[config.mk]
export PLATFORM = sky130hd
export DESIGN_NAME = chained_counter
export DESIGN_NICKNAME = d
export VERILOG_FILES = /design/src/rtl/chained_counter_pkg.sv /design/src/rtl/reset_sync.sv /design/src/rtl/counter_slice.sv /design/src/rtl/chained_counter.sv
export SDC_FILE = /design/constraint.sdc
export NUM_CORES = 1
export LEC_CHECK = 0
export CORE_AREA = 4 4 41 43
export CTS_CLUSTER_DIAMETER = 50
export DETAILED_ROUTE_END_ITERATION = 10
export DIE_AREA = 0 0 45 47
export GPL_TIMING_DRIVEN = 0
export PLACE_DENSITY = 0.72
export SLEW_MARGIN = 10
export SYNTH_ARGS = -nofsm -noshare
export SYNTH_HDL_FRONTEND = slang
export SYNTH_HIERARCHICAL = 1
export SYNTH_SLANG_ARGS = --single-unit
[constraint.sdc]
create_clock -name clk -period 2.07 [get_ports clk]
set_clock_uncertainty 0.2 [all_clocks]
set_input_delay 0.3105 -clock clk [delete_from_list [all_inputs] [get_ports clk]]
set_output_delay 0.3105 -clock clk [all_outputs]
set_load 0.1 [all_outputs]
[src/rtl/chained_counter_pkg.sv]
package chained_counter_pkg;
  typedef struct packed {
    logic clr_n;
    logic ld_n;
    logic en;
  } slice_ctl_t;
endpackage

[src/rtl/reset_sync.sv]
module reset_sync (
  input  logic clk,
  input  logic rst_n,
  output logic rst_n_sync
);
  logic stage1_q;
  logic stage2_q;

  always_ff @(posedge clk or negedge rst_n) begin
    if (!rst_n) begin
      stage1_q <= 1'b0;
      stage2_q <= 1'b0;
    end else begin
      stage1_q <= 1'b1;
      stage2_q <= stage1_q;
    end
  end

  assign rst_n_sync = stage2_q;
endmodule

[src/rtl/counter_slice.sv]
module counter_slice
  import chained_counter_pkg::*;
#(
  parameter int W = 4
) (
  input  logic         clk,
  input  logic         rst_n,
  input  slice_ctl_t   ctl,
  input  logic [W-1:0] d,
  output logic [W-1:0] q,
  output logic         carry
);
  logic [W-1:0] state_q;
  logic [W-1:0] state_d;

  always_comb begin
    state_d = state_q;
    if (!ctl.clr_n)      state_d = '0;
    else if (!ctl.ld_n)  state_d = d;
    else if (ctl.en)     state_d = state_q + 1'b1;
  end

  always_ff @(posedge clk or negedge rst_n) begin
    if (!rst_n) state_q <= '0;
    else        state_q <= state_d;
  end

  assign q     = state_q;
  assign carry = (&state_q) & ctl.en;

  logic armed_q;
  always_ff @(posedge clk or negedge rst_n) begin
    if (!rst_n) armed_q <= 1'b0;
    else        armed_q <= 1'b1;
  end

  assert_clear_wins_R2: assert property (@(posedge clk) disable iff (!rst_n || !armed_q)
    !ctl.clr_n |=> (q == '0));
  assert_load_taken_R3: assert property (@(posedge clk) disable iff (!rst_n || !armed_q)
    (ctl.clr_n && !ctl.ld_n) |=> (q == $past(d)));
  assert_count_step_R4: assert property (@(posedge clk) disable iff (!rst_n || !armed_q)
    (ctl.clr_n && ctl.ld_n && ctl.en) |=> (q == $past(q) + 1'b1));
  assert_hold_R5: assert property (@(posedge clk) disable iff (!rst_n || !armed_q)
    (ctl.clr_n && ctl.ld_n && !ctl.en) |=> $stable(q));
  assert_carry_full_R6: assert property (@(posedge clk) disable iff (!rst_n)
    carry |-> (&q));
endmodule

[src/rtl/chained_counter.sv]
module chained_counter
  import chained_counter_pkg::*;
#(
  parameter int SLICE_W    = 4,
  parameter int NUM_SLICES = 2,
  localparam int CNT_W     = SLICE_W * NUM_SLICES
) (
  input  logic             clk,
  input  logic             rst_n,
  input  logic             count_en,
  input  logic             clear_n,
  input  logic             load_n,
  input  logic [CNT_W-1:0] load_val,
  output logic [CNT_W-1:0] count,
  output logic             carry_out
);
  logic                   rst_n_int;
  logic [NUM_SLICES:0]    en_chain;
  logic [CNT_W-1:0]       count_w;

  reset_sync u_rst (
    .clk        (clk),
    .rst_n      (rst_n),
    .rst_n_sync (rst_n_int)
  );

  assign en_chain[0] = count_en;

  for (genvar i = 0; i < NUM_SLICES; i++) begin : g_slice
    slice_ctl_t ctl;
    assign ctl.clr_n = clear_n;
    assign ctl.ld_n  = load_n;
    assign ctl.en    = en_chain[i];

    counter_slice #(.W(SLICE_W)) u_slice (
      .clk   (clk),
      .rst_n (rst_n_int),
      .ctl   (ctl),
      .d     (load_val[i*SLICE_W +: SLICE_W]),
      .q     (count_w[i*SLICE_W +: SLICE_W]),
      .carry (en_chain[i+1])
    );
  end

  assign count     = count_w;
  assign carry_out = en_chain[NUM_SLICES];

  logic armed_q;
  always_ff @(posedge clk or negedge rst_n_int) begin
    if (!rst_n_int) armed_q <= 1'b0;
    else            armed_q <= 1'b1;
  end

  assert_reset_zero_R1: assert property (@(posedge clk)
    !rst_n_int |-> (count == '0));
  assert_final_carry_R7: assert property (@(posedge clk) disable iff (!rst_n_int)
    carry_out |-> ((&count) && count_en));
  assert_wrap_R8: assert property (@(posedge clk) disable iff (!rst_n_int || !armed_q)
    ((&count) && count_en && clear_n && load_n) |=> (count == '0));
  assert_upper_gated_R9: assert property (@(posedge clk) disable iff (!rst_n_int || !armed_q)
    (clear_n && load_n && !(&count[SLICE_W-1:0] && count_en))
      |=> $stable(count[CNT_W-1:SLICE_W]));
endmodule

==> metrics <==
post-synthesis register bit count=10; RSZ-0062 raised after global routing=false; Die Span X=45 um; Avg Cell Area, Syn=about 11 um^2; Period minus WS final=about 2000 ps; CP arrival=approximately 1500 ps; Synth Flop Type=dfrtp_1; DRC=0; Worst Hold Margin=11.5 ps; worst r2r src=g_slice[0].u_slice/q[0]; GR Util met1=roughly an eighth; critical path cell sequence=dlygate4sd2_1; IR drop worst, VDD=0.000373 V; final slew viol count=0; GR peak layer=met2; CP Buf/Inv Count=1; simple-gate area share of the yosys netlist=a little under an eighth; setup TNS=0 ps; leakage power=about 0.38 nW; CTS Root Cell=clkbuf_4; Overflow after GRT=0; first-pass GRT wire length=about 1.7 mm; leading area contributor after synthesis=dfrtp_1; share of post-route cells with drive strength above 1=roughly 29%; n_diodes=0; Post-Route WL=roughly 1.1 mm; filler cell count=~140; Total GRT Usage=11.4%; slowest library cell on the worst path=dlygate4sd2_1; setup violators final=0; post-CTS setup repair buffer count=0; multiplexer share of the synthesized area=about 4.1%; Startpoint Class=register; PortBufs=21; adder-cell area share of the yosys netlist=under 10%; worst slew pin tran=954 ps; DR iter-0 viols=1; Pwr Density=slightly above 700 nW/um^2; M2 GR Usage=20.1%; Crit. End Element=output pin; post-route ant nets=0; Slew Limit Headroom=36.7%; Num CTS Buffers=3; worst path required time=about 1600 ps; main combinational cell family by area after synthesis=compound AO/OA/AOI/OAI gates; number of global-route vias before repair=412; Via Count=423; clk_lat worst skew=about 260 ps; vias per inst=4.98; core area=~1300 um^2; synthesized instance count=44; syn nets=59; CP max FO=4; Die Area=between 2000 and 2500 um^2; FF-to-FF End=g_slice[1].u_slice/q[0]; count of different cell masters after synthesis=14; Max-cap violations=0; sequential area share after synthesis=approximately half; nets@finish=86; Top Ports=22; Post-synth EDFFs=0; Min-Delay Path Class=in2async; CP Class=reg2out; Crit path max-delay family=buffers and inverters; max incr delay on CP=approximately 860 ps; largest net degree at the start of global routing=17; placer congestion estimate=0.623; TritonCTS clock tree=yes; share of the synthesized area in the top cell type=around half; Area Overhead vs Synth=64.8%; most numerous cell in the Yosys netlist=dfrtp_1; wire per inst=approximately 13 um; Synth area leaders=dfrtp_1 (51%), o211a_1 (8.2%), xor2_1 (7.1%); Initial Util=roughly 38%; xor/xnor cell area share of the yosys netlist=10.7%; Die Span Y=around 47 um; initial antenna violation count=0; Detail Placement HPWL=853 um; Ys Warns=6; Highest Clock Rate=about 490 MHz; drt first pass iters=2; final period utilization=a little over nine tenths; met3 Resource Use GR=under 10%; Final WS setup=39.9 ps; async set-or-reset flop fraction in the synthesized netlist=100%; status=finished clean; compound-cell area share of the yosys netlist=about 16%; Commonest cells post-synth=dfrtp_1 (10), nand2_1 (7); R2R cell count=5; Final Hold Fails=0; CTS Sinks=10; Clock transition at path regs=70 ps; clk buf depth=2; Reg2Reg Setup Slack=approximately 500 ps; row cnt=13; worst slack after detailed placement=-896 ps; mapped cell area=490 um^2; H-tree levels=1; Pwr Total=around 570 uW
==> worst max path at each step <==
stage / from / to / slack, ps / cells after the start
floorplan: g_slice[0].u_slice/q[0] / carry_out / -30 / 4
global placement: count_en / carry_out / -900 / 5
detailed placement: count_en / carry_out / -900 / 5
CTS: g_slice[0].u_slice/q[1] / count[1] / 3 / 1
global route: g_slice[1].u_slice/q[0] / count[4] / 9 / 1
finish: g_slice[0].u_slice/q[2] / count[2] / 40 / 1
==> registers in the layout, indices dropped and copies added, names as in the netlist <==
signal             cells
u_rst/rst_n_sync       1
g_slice.u_slice/q      8
u_rst/stage1_q         1
==> cells in the final DEF (no fill, tap or decap), types with 2 or more instances in the layout <==
cell and instances:
o21ai_0 4, clkdlybuf4s50_1 11, dfrtp_2 6, nand2_1 6, xnor2_1 2, clkdlybuf4s15_1 2, dfrtp_4 2, dfrtp_1 2
mux2i_1 2, o211a_1 4, dlygate4sd2_1 4, xor2_1 4, clkbuf_4 3, a21oi_1 4
==> routing by layer <==
layer,share of wire [%],vias up
met5,0,-
met4,0,0
met3,6.0,0
met2,52,10
met1,41,204
li1,-,209
==> layout make-up <==
type	count	area (um^2)	share of cell area, %
sequential	10	265	32.8
timing repair buffer	22	219	27.1
multi-input combinational	34	269	33.3
clock buffer	4	36.3	4.49
tap	15	18.8	2.32
==> per-stage QoR <==
stage,std cells,area (um^2),util (%)
floorplan,44,534,-
global placement,80,763,58.7
detailed placement,80,763,58.7
CTS,85,808,62.1
global route,85,808,62.1
finish,85,808,62.1
==> repair_timing <==
action	in CTS	in global routing
endpoints found under the hold margin	8	0
hold buffers	1	0
gates resized for setup	19	4
endpoints found under the setup margin	9	4
==> report_power, final <==
part / internal [mW] / switching (mW)
sequential: 0.212 / 0.0150
combinational: 0.0504 / 0.114
clock: 0.107 / 0.0705
==> cells by family (layout without fill, tap and decap cells) <==
kind of cell    count (synthesis)  in the layout
other cells                     1              1
mux                             2              2
compound gates                 12             12
xor+xnor                        6              6
flops                          10             10
buf+inv                         0             26
simple gates                   11             11
fa+ha+maj                       2              2
Note: power is estimated with default switching activity, not from simulation.
